File: config.mk
export PLATFORM = sky130hd
export DESIGN_NAME = status_alu
export DESIGN_NICKNAME = d
export VERILOG_FILES = /design/src/rtl/status_alu_pkg.sv /design/src/rtl/alu_addsub.sv /design/src/rtl/alu_logic_shift.sv /design/src/rtl/alu_flag_pack.sv /design/src/rtl/status_alu.sv
export SDC_FILE = /design/constraint.sdc
export NUM_CORES = 1
export LEC_CHECK = 0
export ABC_AREA = 1
export BUFFER_PORTS_ARGS = -buffer_cell sky130_fd_sc_hd__buf_4
export CAP_MARGIN = 20
export CORE_UTILIZATION = 51
export CTS_CLUSTER_DIAMETER = 60
export DETAILED_ROUTE_END_ITERATION = 8
export PLACE_DENSITY = 0.82
export REMOVE_ABC_BUFFERS = 1
export SLEW_MARGIN = 25
export SYNTH_ARGS = -nofsm -noshare
export SYNTH_HDL_FRONTEND = slang
export SYNTH_SLANG_ARGS = --single-unit
File: constraint.sdc
create_clock -name clk -period 4.7 [get_ports clk]
set_input_delay 0.47 -clock clk [delete_from_list [all_inputs] [get_ports clk]]
set_output_delay 0.47 -clock clk [all_outputs]
set_load 0.1 [all_outputs]
File: src/rtl/status_alu_pkg.sv
`timescale 1ns/1ps
package status_alu_pkg;

    localparam int FLAG_W  = 16;
    localparam int CF_POS  = 0;
    localparam int PF_POS  = 2;
    localparam int AF_POS  = 4;
    localparam int ZF_POS  = 6;
    localparam int SF_POS  = 7;
    localparam int OF_POS  = 11;
    localparam logic [FLAG_W-1:0] CTRL_MASK  = 16'h0700;
    localparam logic [FLAG_W-1:0] FIXED_MASK = 16'hF02A;
    localparam logic [FLAG_W-1:0] FIXED_VAL  = 16'h0002;
    localparam logic [FLAG_W-1:0] STAT_MASK  = 16'h08D5;

    typedef enum logic [3:0] {
        OP_ADD  = 4'd0,  OP_ADC  = 4'd1,  OP_SUB  = 4'd2,  OP_SBB = 4'd3,
        OP_CMP  = 4'd4,  OP_INC  = 4'd5,  OP_DEC  = 4'd6,  OP_NEG = 4'd7,
        OP_AND  = 4'd8,  OP_OR   = 4'd9,  OP_XOR  = 4'd10, OP_TST = 4'd11,
        OP_NOT  = 4'd12, OP_SHL  = 4'd13, OP_SHR  = 4'd14, OP_SAR = 4'd15
    } alu_op_e;

    typedef struct packed {
        logic cf;
        logic af;
        logic of;
    } carry_flags_t;

    function automatic logic even_ones8(input logic [7:0] v);
        return ~^v;
    endfunction

    function automatic logic is_sub_op(input alu_op_e op);
        return (op == OP_SUB) || (op == OP_SBB) || (op == OP_CMP) ||
               (op == OP_DEC) || (op == OP_NEG);
    endfunction

    function automatic logic is_flag_only(input alu_op_e op);
        return (op == OP_CMP) || (op == OP_TST);
    endfunction

endpackage

File: src/rtl/alu_addsub.sv
`timescale 1ns/1ps
module alu_addsub #(
    parameter int DATA_W = 16
) (
    input  logic              byte_mode,
    input  logic [DATA_W-1:0] x,
    input  logic [DATA_W-1:0] y,
    input  logic              cin,
    output logic [DATA_W-1:0] sum,
    output logic              cout,
    output logic              nib_cout,
    output logic              ovf
);
    localparam int HALF = DATA_W / 2;

    logic [HALF:0] lo_sum;
    logic [HALF:0] hi_sum;
    logic          x_msb, y_msb, s_msb;

    // Two half-width adders chained; the byte carry is tapped between them.
    assign lo_sum = {1'b0, x[HALF-1:0]} + {1'b0, y[HALF-1:0]} + {{HALF{1'b0}}, cin};
    assign hi_sum = {1'b0, x[DATA_W-1:HALF]} + {1'b0, y[DATA_W-1:HALF]}
                  + {{HALF{1'b0}}, lo_sum[HALF]};
    assign sum    = {hi_sum[HALF-1:0], lo_sum[HALF-1:0]};

    // Carry into bit 4 recovered from the sum bit and the two operand bits.
    assign nib_cout = x[4] ^ y[4] ^ lo_sum[4];

    assign x_msb = byte_mode ? x[HALF-1]   : x[DATA_W-1];
    assign y_msb = byte_mode ? y[HALF-1]   : y[DATA_W-1];
    assign s_msb = byte_mode ? sum[HALF-1] : sum[DATA_W-1];
    assign cout  = byte_mode ? lo_sum[HALF] : hi_sum[HALF];
    assign ovf   = (x_msb == y_msb) && (s_msb != x_msb);

endmodule

File: src/rtl/alu_logic_shift.sv
`timescale 1ns/1ps
module alu_logic_shift
    import status_alu_pkg::*;
#(
    parameter int DATA_W = 16
) (
    input  alu_op_e           op,
    input  logic              byte_mode,
    input  logic [DATA_W-1:0] a,
    input  logic [DATA_W-1:0] b,
    output logic [DATA_W-1:0] res,
    output logic              sh_cout,
    output logic              sh_ovf
);
    localparam int HALF = DATA_W / 2;

    logic msb, next_msb;

    assign msb      = byte_mode ? a[HALF-1] : a[DATA_W-1];
    assign next_msb = byte_mode ? a[HALF-2] : a[DATA_W-2];

    always_comb begin
        res     = a;
        sh_cout = 1'b0;
        sh_ovf  = 1'b0;
        unique case (op)
            OP_AND, OP_TST: res = a & b;
            OP_OR:          res = a | b;
            OP_XOR:         res = a ^ b;
            OP_NOT:         res = ~a;
            OP_SHL: begin
                res     = {a[DATA_W-2:0], 1'b0};
                sh_cout = msb;
                sh_ovf  = next_msb ^ msb;
            end
            OP_SHR: begin
                res     = {1'b0, a[DATA_W-1:1]};
                if (byte_mode) res[HALF-1] = 1'b0;
                sh_cout = a[0];
                sh_ovf  = msb;
            end
            OP_SAR: begin
                res     = {a[DATA_W-1], a[DATA_W-1:1]};
                if (byte_mode) res[HALF-1] = a[HALF-1];
                sh_cout = a[0];
            end
            default: res = a;
        endcase
    end

endmodule

File: src/rtl/alu_flag_pack.sv
`timescale 1ns/1ps
module alu_flag_pack
    import status_alu_pkg::*;
#(
    parameter int DATA_W = 16
) (
    input  alu_op_e           op,
    input  logic              byte_mode,
    input  logic [DATA_W-1:0] core_res,
    input  carry_flags_t      cflags,
    input  logic [FLAG_W-1:0] flags_in,
    output logic [FLAG_W-1:0] flags_out
);
    localparam int HALF = DATA_W / 2;

    logic zf, sf, pf, cf_new;

    assign zf = byte_mode ? (core_res[HALF-1:0] == '0) : (core_res == '0);
    assign sf = byte_mode ? core_res[HALF-1] : core_res[DATA_W-1];
    assign pf = even_ones8(core_res[7:0]);

    // Increment and decrement keep the incoming carry.
    assign cf_new = ((op == OP_INC) || (op == OP_DEC)) ? flags_in[CF_POS] : cflags.cf;

    always_comb begin
        // Start from the incoming word with the fixed bits forced.
        flags_out = (flags_in & ~FIXED_MASK) | FIXED_VAL;
        if (op != OP_NOT) begin
            flags_out[CF_POS] = cf_new;
            flags_out[PF_POS] = pf;
            flags_out[AF_POS] = cflags.af;
            flags_out[ZF_POS] = zf;
            flags_out[SF_POS] = sf;
            flags_out[OF_POS] = cflags.of;
        end
    end

endmodule

File: src/rtl/status_alu.sv
`timescale 1ns/1ps
module status_alu
    import status_alu_pkg::*;
#(
    parameter int DATA_W  = 16,
    parameter bit REG_OUT = 1'b1
) (
    input  logic              clk,
    input  logic              rst,
    input  logic [3:0]        op_sel,
    input  logic              byte_mode,
    input  logic [DATA_W-1:0] opnd_a,
    input  logic [DATA_W-1:0] opnd_b,
    input  logic [FLAG_W-1:0] flags_in,
    output logic [DATA_W-1:0] result,
    output logic [FLAG_W-1:0] flags_out,
    output logic              wr_en
);
    localparam int HALF = DATA_W / 2;

    alu_op_e           op;
    logic              sub_mode, arith_grp, shift_grp;
    logic [DATA_W-1:0] add_x, add_y_raw, add_y, add_sum;
    logic              add_cin, add_cout, add_nib, add_ovf;
    logic [DATA_W-1:0] ls_res;
    logic              sh_cout, sh_ovf;
    logic [DATA_W-1:0] core_res, merged, nxt_result;
    carry_flags_t      cflags;
    logic [FLAG_W-1:0] nxt_flags;
    logic              nxt_wr;

    assign op        = alu_op_e'(op_sel);
    assign sub_mode  = is_sub_op(op);
    assign arith_grp = ~op_sel[3];
    assign shift_grp = (op == OP_SHL) || (op == OP_SHR) || (op == OP_SAR);

    // Operand steering for the shared adder: subtraction adds the inverse.
    always_comb begin
        add_x     = (op == OP_NEG) ? '0 : opnd_a;
        add_y_raw = opnd_b;
        if ((op == OP_INC) || (op == OP_DEC)) add_y_raw = DATA_W'(1);
        else if (op == OP_NEG)                add_y_raw = opnd_a;
        add_y = sub_mode ? ~add_y_raw : add_y_raw;
        unique case (op)
            OP_ADC:                         add_cin = flags_in[CF_POS];
            OP_SBB:                         add_cin = ~flags_in[CF_POS];
            OP_SUB, OP_CMP, OP_DEC, OP_NEG: add_cin = 1'b1;
            default:                        add_cin = 1'b0;
        endcase
    end

    alu_addsub #(.DATA_W(DATA_W)) u_addsub (
        .byte_mode (byte_mode),
        .x         (add_x),
        .y         (add_y),
        .cin       (add_cin),
        .sum       (add_sum),
        .cout      (add_cout),
        .nib_cout  (add_nib),
        .ovf       (add_ovf)
    );

    alu_logic_shift #(.DATA_W(DATA_W)) u_logic (
        .op        (op),
        .byte_mode (byte_mode),
        .a         (opnd_a),
        .b         (opnd_b),
        .res       (ls_res),
        .sh_cout   (sh_cout),
        .sh_ovf    (sh_ovf)
    );

    always_comb begin
        if (arith_grp) begin
            core_res  = add_sum;
            cflags.cf = sub_mode ^ add_cout;
            cflags.af = sub_mode ^ add_nib;
            cflags.of = add_ovf;
        end else if (shift_grp) begin
            core_res  = ls_res;
            cflags.cf = sh_cout;
            cflags.af = 1'b0;
            cflags.of = sh_ovf;
        end else begin
            core_res  = ls_res;
            cflags    = '0;
        end
    end

    alu_flag_pack #(.DATA_W(DATA_W)) u_pack (
        .op        (op),
        .byte_mode (byte_mode),
        .core_res  (core_res),
        .cflags    (cflags),
        .flags_in  (flags_in),
        .flags_out (nxt_flags)
    );

    assign merged     = byte_mode ? {opnd_a[DATA_W-1:HALF], core_res[HALF-1:0]} : core_res;
    assign nxt_wr     = ~is_flag_only(op);
    assign nxt_result = nxt_wr ? merged : opnd_a;

    generate
        if (REG_OUT) begin : g_reg
            always_ff @(posedge clk) begin
                if (rst) begin
                    result    <= '0;
                    flags_out <= FIXED_VAL;
                    wr_en     <= 1'b0;
                end else begin
                    result    <= nxt_result;
                    flags_out <= nxt_flags;
                    wr_en     <= nxt_wr;
                end
            end
        end else begin : g_comb
            assign result    = nxt_result;
            assign flags_out = nxt_flags;
            assign wr_en     = nxt_wr;
        end
    endgenerate

endmodule

After elaboration in Yosys (flattened, before gate mapping)
Cells that the tools add are included.
Operators by class
  add/sub/neg operators: 4
  multipliers: 0
  div/mod/pow operators: 0
  $lt $le $gt $ge: 0
  equal/unequal tests: 18
  shift-type cells: 0
  muxes and demuxes: 29
  bitwise logic cells: 12
  reduce and logical (&&, ||, !) cells: 15
Operators with widths (count)
  16-bit two-way mux: 7
  16-bit one-hot mux with 7 select lines: 1
  4-bit equality test, second input constant: 8
  16-bit inverter: 2
  8-bit by 8-bit adder with 9-bit output: 2
  9-bit by 1-bit adder with 9-bit output: 2
  16-bit bitwise AND: 1
  4-bit by 3-bit equality test with 1-bit output, second input constant: 4
  16-bit logical NOT: 1
  16-bit OR: 1
  16-bit XOR: 1
  1-bit two-way mux: 15
  4-bit by 2-bit equality test with 1-bit output, second input constant: 2
  8-bit logical NOT: 1
  1-bit logical OR: 8
  8-bit XNOR reduction: 1
  3-bit two-way mux: 2
  1-bit XOR: 5
  4-bit by 1-bit equality test with 1-bit output, second input constant: 1
  4-bit != test, second input constant: 1
  1-bit one-hot mux with 2 select lines: 2
  2-bit OR reduction: 2
  4-bit OR reduction: 1
  1-bit one-hot mux with 3 select lines: 1
  5 further kinds: 6
Storage, ports and cells
  register bits: 33
  bits in latches: 0
  RAM bits: 0
  bits in read-only memories: 0
  input port bits: 55
  output and inout port bits: 33
  logic and storage cells: 82
  memories kept: 0

Depth between registers and ports, before layout
Gate-level depths: netlist of the first run.
  depth in word-level cells: 15
  depth in mapped cells: 30
  gate-level depth less buffers: 29

Hierarchy
Synthesis of the first run repeated with hierarchy kept, for this count alone.
Unflattened totals
  cell total of the unflattened synthesis: 969
  area, all modules: 5342.6 um2
Modules (own cells, without submodules)
  status_alu: instances 1, cells each 435, area an instance 2464.9 um2, seq. area each 660.6 um2
  alu_logic_shift: instances 1, cells each 330, area an instance 1682.9 um2, seq. area each 0.0 um2
  alu_addsub: instances 1, cells each 124, area an instance 787.0 um2, seq. area each 0.0 um2
  alu_flag_pack: instances 1, cells each 80, area an instance 407.9 um2, seq. area each 0.0 um2

Least setup slack after synthesis of the first run
No wires, ideal clock.
  path kind: in2reg
  start: input op_sel[3]
  end: register flags_out[6]
  setup time: 0.071 ns
  arrival time: 4.283 ns
  required time: 4.629 ns
  path slack: 0.346 ns
  stages on the path: 30
  buffers on the path: 3
  cells stage by stage: inv_2 > buf_2 > nand4_1 > buf_2 > clkbuf_1 > a21oi_1 > xor2_1 > fa_1 > inv_1 > fa_1 > nand3b_1 > o211ai_1 > nand2_1 > nor2_1 > nand2_1 > nand2_1 > fa_1 > inv_1 > fa_1 > inv_1 > nand3_1 > nand3_1 > nand2_1 > nand3_1 > nand2_1 > nor2_1 > nand3_1 > nand2_1 > nand2_1 > a21oi_1
Between the ends
  cells in the longest elaborated chain, start to end: 13
  elaborated cells between the ends (all ways): 39
  those cells by class: add/sub: 4; eq/ne: 16; mux: 9; bitwise: 1; reduce/logical: 9
Ends and longest elaborated chain
  start: declaration: line status_alu.sv:10  | input logic [3:0] op_sel,
  4-bit by 2-bit equality test with 1-bit output: line status_alu_pkg.sv:34, status_alu.sv:44
  1-bit logical OR (3 in a row): line status_alu_pkg.sv:34  | return (op == OP_SUB) || (op == OP_SBB) || (op == OP_CMP) ||
  1-bit logical OR: line status_alu_pkg.sv:35  | (op == OP_DEC) || (op == OP_NEG);
  16-bit two-way mux: line status_alu.sv:43  | add_y = sub_mode ? ~add_y_raw : add_y_raw;
  8-bit by 8-bit adder with 9-bit output: line alu_addsub.sv:21  | assign lo_sum = {1'b0, x[HALF-1:0]} + {1'b0, y[HALF-1:0]} + {{HALF{1'b0}}, cin};
  9-bit by 1-bit adder with 9-bit output: line alu_addsub.sv:21
  9-bit by 1-bit adder with 9-bit output: line alu_addsub.sv:23  | + {{HALF{1'b0}}, lo_sum[HALF]};
  16-bit two-way mux: line status_alu.sv:74  | if (arith_grp) begin
  16-bit logical NOT: line alu_flag_pack.sv:18  | assign zf = byte_mode ? (core_res[HALF-1:0] == '0) : (core_res == '0);
  1-bit two-way mux: line alu_flag_pack.sv:18
  2-bit two-way mux *: line alu_flag_pack.sv:28  | if (op != OP_NOT) begin
  end signal: assignment: line status_alu.sv:112  | flags_out <= nxt_flags;
  end: declaration: line status_alu.sv:16  | output logic [FLAG_W-1:0] flags_out,
Every way passes the cells marked *; elsewhere a longest branch is shown, timed or not.
A chain may end at the register's enable or synchronous reset.

Final worst setup path of the first run
  start: input op_sel[0]
  end: register flags_out[6]
Same word-level chain as after synthesis.

==> results of run 1 <==
==> layer usage <==
| metal | routed length, µm | part of all wire [%] | global-route usage (%) |
|---|---|---|---|
| met1 | 5070 | 43 | 44.3 |
| met4 | 218 | 1.9 | 8.94 |
| met3 | 1330 | 11 | 4.57 |
| met2 | 5100 | 44 | 48.7 |
| met5 | 0 | 0 | 0 |
==> layout make-up <==
class / count / area [µm²] / share of cell area, %
Multi-Input combinational cell: 478 / 2770 / 61.0
Sequential cell: 26 / 520 / 11.5
Clock buffer: 3 / 41.3 / 0.909
Timing Repair Buffer: 89 / 668 / 14.7
Inverter: 111 / 417 / 9.17
Tap cell: 99 / 124 / 2.73
==> stage by stage <==
step | cell area [µm²] | instances | TNS (ns) | power, W
finish | 4540 | 806 | 0 | 0.00117
CTS | 4520 | 804 | 0 | 0.00116
global placement | 4480 | 801 | 0 | 0.00102
floorplan | 3700 | 615 | -0.0161 | 0.000841
global route | 4540 | 806 | 0 | 0.00127
detailed placement | 4480 | 801 | 0 | 0.00104
==> sequential cells by signal (all words and copies together) (netlist names) <==
signal	count
flags_out	9
result	16
wr_en	1
==> cell families after synthesis <==
family | count (synthesis) | share of synthesized area (%)
DFF | 26 | 13.6
adders and majority gates | 54 | 18.5
buffers and inverters | 136 | 14.5
xor gates and xnor gates | 22 | 5.05
and+or+nand+nor | 273 | 30.1
AOI/OAI and AO/OA | 122 | 18.1
other | 2 | 0.197
==> report_power, final <==
group          switching (W)  internal (W)
clock network      0.0000588     0.0000571
registers         0.00000632      0.000247
logic               0.000555      0.000249
total               0.000620      0.000553
==> cells in the mapped netlist, types with 3 or more instances <==
master	count	area share [%]
nand3_1	46	6.0
fa_1	4	2.1
buf_2	7	0.92
nor2_1	62	6.1
xnor2_1	3	0.69
o21ai_1	5	0.66
o211ai_1	6	1.2
o22ai_1	8	1.3
o21ai_0	45	5.9
nand4_1	7	1.1
inv_2	9	0.88
inv_1	102	10
nand2_1	143	14
buf_4	9	1.8
a21oi_1	43	5.6
clkbuf_1	9	0.88
xor2_1	19	4.4
nand3b_1	3	0.59
dfxtp_1	26	14
a221oi_1	3	0.69
ha_1	50	16
nor2_2	3	0.49
==> repair_timing <==
action | 4_1_cts | 5_1_grt
setup buffers | 0 | 2
hold endpoints to repair | 0 | 0
gates resized for setup | 0 | 4
endpoints found under the setup margin | 0 | 2
==> worst max-delay path, stage by stage <==
cell and delay, ns:
buf_4 0.15, inv_2 0.10, nand2_2 0.09, nand3_1 0.11
o21ai_0 0.08, a21oi_1 0.15, xor2_1 0.23, fa_2 0.26
inv_1 0.06, fa_1 0.45, nand3b_1 0.18, o211ai_1 0.16
nand2_1 0.12, nor2_2 0.12, nand2_1 0.09, nand2_2 0.10
fa_1 0.20, inv_1 0.06, fa_1 0.44, buf_4 0.15
xnor2_1 0.11, nand2_1 0.05, nand3_1 0.15, nor2_1 0.14
nand3_1 0.10, nand2_1 0.07, nand2_1 0.05, a21oi_1 0.11
==> worst max-delay path by stage <==
stage	endpoint	slack, ns	cells past startpoint
floorplan	flags_out[6]	-0.02	28
global placement	flags_out[6]	0.17	28
detailed placement	flags_out[6]	0.01	28
CTS	flags_out[6]	0.24	28
global route	flags_out[6]	0.01	30
finish	flags_out[6]	0.33	28
==> cell usage in the layout, fill, tap and decap left out, drive strengths merged <==
cell type,n
nand2,144
dfxtp,26
a221oi,3
a311o,1
nor3b,1
xor2,19
a211oi,2
ha,50
and2,1
fa,4
nand3,46
o221ai,1
or2,1
a21boi,1
o21a,1
xnor2,3
buf,89
o211ai,6
nor3,2
nor4,1
a21oi,44
o21bai,2
o22ai,9
o21ai,50
nand4,7
nor2,67
inv,111
clkbuf,3
conb,7
nand3b,3
o2111ai,2
==> impl_metrics.py, run 1 <==
metrics = {
    "outcome": {
        "outcome": "finished clean",
    },
    "global_route": {
        "grt_pass1_vias": 3958,
        "grt_pass1_wl_um": 18900,
        "grt_overflow_total": 0,
        "antenna_found_initial": 0,
        "grt_max_degree": 19,
        "grt.total_usage_pct": 31.1,
    },
    "flow_run": {
        "cap_violations": 0,
    },
    "setup_path": {
        "worstPathRequired_ns": 4.89,
        "critPathLaunch": "op_sel[0]",
        "cp.arrival_ns": 4.55,
        "startpoint_type": "input pin",
        "critPathMaxFanout": 7,
        "end_kind": "register",
        "crit_type": "in -> reg",
    },
    "floorplanning": {
        "pin_count": 88,
        "chipHeight_um": 88.5,
        "die_width_um": 88.5,
        "fp.coreArea_mm2": 0.00725,
        "placementRows": 31,
        "start_util_pct": 52.6,
        "die_area_mm2": 0.00784,
    },
    "power_and_ir_drop": {
        "vdd_drop_max_v": 0.000115,
        "p_leak_nw": 2.54,
        "cellPowerDensity_mw_per_mm2": 258,
    },
    "timing": {
        "fin_crit_ns": 4.37,
        "hold_viol_final": 0,
        "holdWs_ns": 0.419,
        "rsz0062_at_grt": "no",
        "worstMarginPinSlew_ns": 0.848,
        "fin_crit_sh_pct": 92.9,
        "setup_ws_ns": 0.334,
        "setup_viol": 0,
        "slew_viol_final": 0,
        "max_slew_margin_pct": 43.3,
        "fmax_mhz": 229,
    },
    "clock_tree": {
        "h-tree-depth": 1,
        "cts_tree": "done",
        "ctsHoldBuffers": 0,
        "clockRootBuffer": "clkbuf_8",
        "numCtsBuffers": 3,
        "cts_buffer_depth": 2,
        "cts_sinks": 26,
        "clkTransAtPathRegs_ns": 0.07,
    },
    "worst_hold_path": {
        "hold_end": "flags_out[9]",
        "min_path_type": "in -> reg",
        "whs_path_depth": 3,
        "worstHoldStart": "flags_in[9]",
    },
    "finish": {
        "diodes": 0,
        "syn2layout_area_growth_pct": 19.0,
        "nNetsFinal": 818,
        "drive_gt1_share_pct": 16.1,
        "post-route-util_pct": 62.7,
        "fill_cells": 703,
    },
    "drt": {
        "dr_total_vias": 4466,
        "vias_per_cell": 5.54,
        "wl_per_cell_um": 14.5,
        "antenna_left": 0,
        "finalWirelength_um": 11700,
        "drt_pass1_iterations": 6,
        "drc_errors": 0,
        "drtIter0Drc": 435,
    },
    "logic_synthesis": {
        "synth_cell_types": 39,
        "synth_edf_count": 0,
        "synth_ff_type": "dfxtp_1",
        "syn_area_per_cell_um2": 6.01,
        "ys_ff_latch": 26,
        "synth_warnings": 0,
        "netlist_area_mm2": 0.00382,
        "synthArstFlopShare_pct": 0,
        "ys_seq_area_share_pct": 13.6,
        "netlist_instances": 635,
    },
    "placement": {
        "place_congestion": 0.936,
        "dpl_worst_slack_ns": 0.0137,
        "dp_hpwl_um": 9090,
        "portBuffers": 73,
    },
}
Note: power is estimated with default switching activity, not from simulation.
==> inputs of run 2 (changes only) <==
--- a/config.mk
+++ b/config.mk
@@ -11,6 +11,7 @@
 export CORE_UTILIZATION = 51
 export CTS_CLUSTER_DIAMETER = 60
 export DETAILED_ROUTE_END_ITERATION = 8
+export GPL_TIMING_DRIVEN = 0
 export PLACE_DENSITY = 0.82
 export REMOVE_ABC_BUFFERS = 1
 export SLEW_MARGIN = 25
==> impl_metrics.py, run 2 (synthesis results as in run 1) <==
metrics = {
    "setup_path": {
        "critPathMaxFanout": 16,
        "cp_num_buf_inv": 6,
        "worstPathRequired_ns": 4.89,
        "cp.arrival_ns": 4.65,
        "startpoint_type": "input pin",
        "crit_type": "in -> reg",
        "cp_common_cell": "nand2_1",
        "critPathTopFamily": "simple AND/OR/NAND/NOR gates",
        "critPathMaxStageDelay_ns": 0.41,
        "end_kind": "register",
        "cpMaxStageDelayCell": "fa_2",
    },
    "floorplanning": {
        "pin_count": 88,
        "placementRows": 31,
        "fp.coreArea_mm2": 0.00725,
        "die_area_mm2": 0.00784,
        "die_width_um": 88.5,
        "chipHeight_um": 88.5,
        "start_util_pct": 52.6,
    },
    "finish": {
        "largest_registers": "result: 16 flops, flags_out: 9 flops, wr_en: 1 flops",
        "final_common_cell": "nand2_1",
        "syn2layout_area_growth_pct": 19.5,
        "drive_gt1_share_pct": 16.3,
        "post-route-util_pct": 62.9,
        "layout_common_cells": "141 x nand2_1, 102 x inv_1, 78 x buf_4, 59 x nor2_1, 50 x ha_1",
        "largest-register": "result",
        "nNetsFinal": 811,
        "largest_reg_flops": 16,
        "diodes": 0,
    },
    "timing": {
        "setup_tns_ns": 0,
        "setup_viol": 0,
        "fin_crit_ns": 4.46,
        "max_slew_margin_pct": 41.4,
        "fin_crit_sh_pct": 94.9,
        "slew_viol_final": 0,
        "setup_ws_ns": 0.240,
        "hold_viol_final": 0,
        "worstMarginPinSlew_ns": 0.879,
        "fmax_mhz": 224,
        "holdWs_ns": 0.413,
    },
    "power_and_ir_drop": {
        "p_int_w": 0.000564,
        "comb_power_share_pct": 67.1,
        "total_power_w": 0.00120,
        "sw_frac_of_total_pct": 53.0,
        "vdd_drop_max_v": 0.000111,
        "power_frac_seq_pct": 21.1,
        "p_leak_nw": 2.52,
        "cellPowerDensity_mw_per_mm2": 263,
        "power.share.clock_pct": 11.8,
        "p_sw_w": 0.000635,
    },
    "placement": {
        "portBuffers": 73,
        "place_congestion": 0.981,
        "dpl_worst_slack_ns": -0.920,
        "dp_hpwl_um": 8700,
    },
    "clock_tree": {
        "ctsHoldBuffers": 0,
        "clockRootBuffer": "clkbuf_8",
        "clkTransAtPathRegs_ns": 0.07,
        "numCtsBuffers": 3,
        "cts_sinks": 26,
        "cts_buffer_depth": 2,
        "cts_tree": "done",
        "h-tree-depth": 1,
    },
    "drt": {
        "vias_per_cell": 5.57,
        "drc_errors": 2,
        "antenna_left": 0,
        "drt_pass1_iterations": 8,
        "finalWirelength_um": 11700,
        "wl_per_cell_um": 14.6,
        "dr_total_vias": 4456,
        "drtIter0Drc": 613,
    },
    "flow_run": {
        "cap_violations": 0,
    },
    "global_route": {
        "grt_pass1_wl_um": 18000,
        "grt_pass1_vias": 3863,
        "antenna_found_initial": 0,
        "grt_max_degree": 21,
        "grt.total_usage_pct": 29.8,
        "grt_overflow_total": 0,
    },
    "outcome": {
        "violations": "design-rule violations",
        "outcome": "finished, violations left",
    },
    "worst_hold_path": {
        "min_path_type": "in -> reg",
    },
}
[run 2: changes by cell type in the layout (fill, tap and decap cells not counted), moves of 2 or more]
cell	change
nor2_1	-2
nor2_2	+2
fa_2	+2
buf_8	+2
buf_4	-11
fa_1	-2
[run 2: final timing paths]
| check | endpoint | slack [ns] | from | cells past startpoint |
|---|---|---|---|---|
| max | flags_out[6] | 0.24 | op_sel[3] | 30 |
| min | flags_out[9] | 0.41 | flags_in[9] | 3 |
[run 2: metal layers]
layer	vias up	wire, µm	global-route usage, %
met5	-	0	0
met2	287	5050	46.9
li1	2169	-	-
met3	38	1360	4.85
met1	1962	4920	40.5
met4	0	342	12.2
[run 2: tightest hold or removal path, stage by stage]
cell and delay (ns):
buf_4 0.07, inv_1 0.03, nor2_1 0.06
[run 2: layout make-up]
class | instances | area [µm²]
timing repair inverter | 1 | 8.76
sequential | 26 | 520
multi-input combinational | 478 | 2800
fill | 679 | 2690
inverter | 111 | 429
timing repair buffer | 81 | 627
clock buffer | 4 | 55.1
tap | 99 | 124
[run 2: through the flow]
| step | cells | instance area, µm² |
|---|---|---|
| after CTS | 796 | 4490 |
| after global routing | 800 | 4560 |
| after detailed placement | 789 | 4400 |
| after floorplan | 615 | 3700 |
| after global placement | 787 | 4370 |
| final | 800 | 4560 |
[run 2: repair_timing]
action                     CTS  global route
setup buffers                3             3
pin swaps                    2             5
gates resized for setup      3            12
gates cloned                 0             1
setup endpoints to repair    9             4
[run 2: power groups by stage]
| stage | Sequential [W] | Clock, W | Combinational (W) |
|---|---|---|---|
| global route | 0.000256 | 0.000152 | 0.000872 |
| CTS | 0.000253 | 0.000143 | 0.000778 |
| finish | 0.000253 | 0.000141 | 0.000804 |
| global placement | 0.000258 | 0 | 0.000748 |
| detailed placement | 0.000259 | 0 | 0.000771 |
| floorplan | 0.000450 | 0 | 0.000391 |
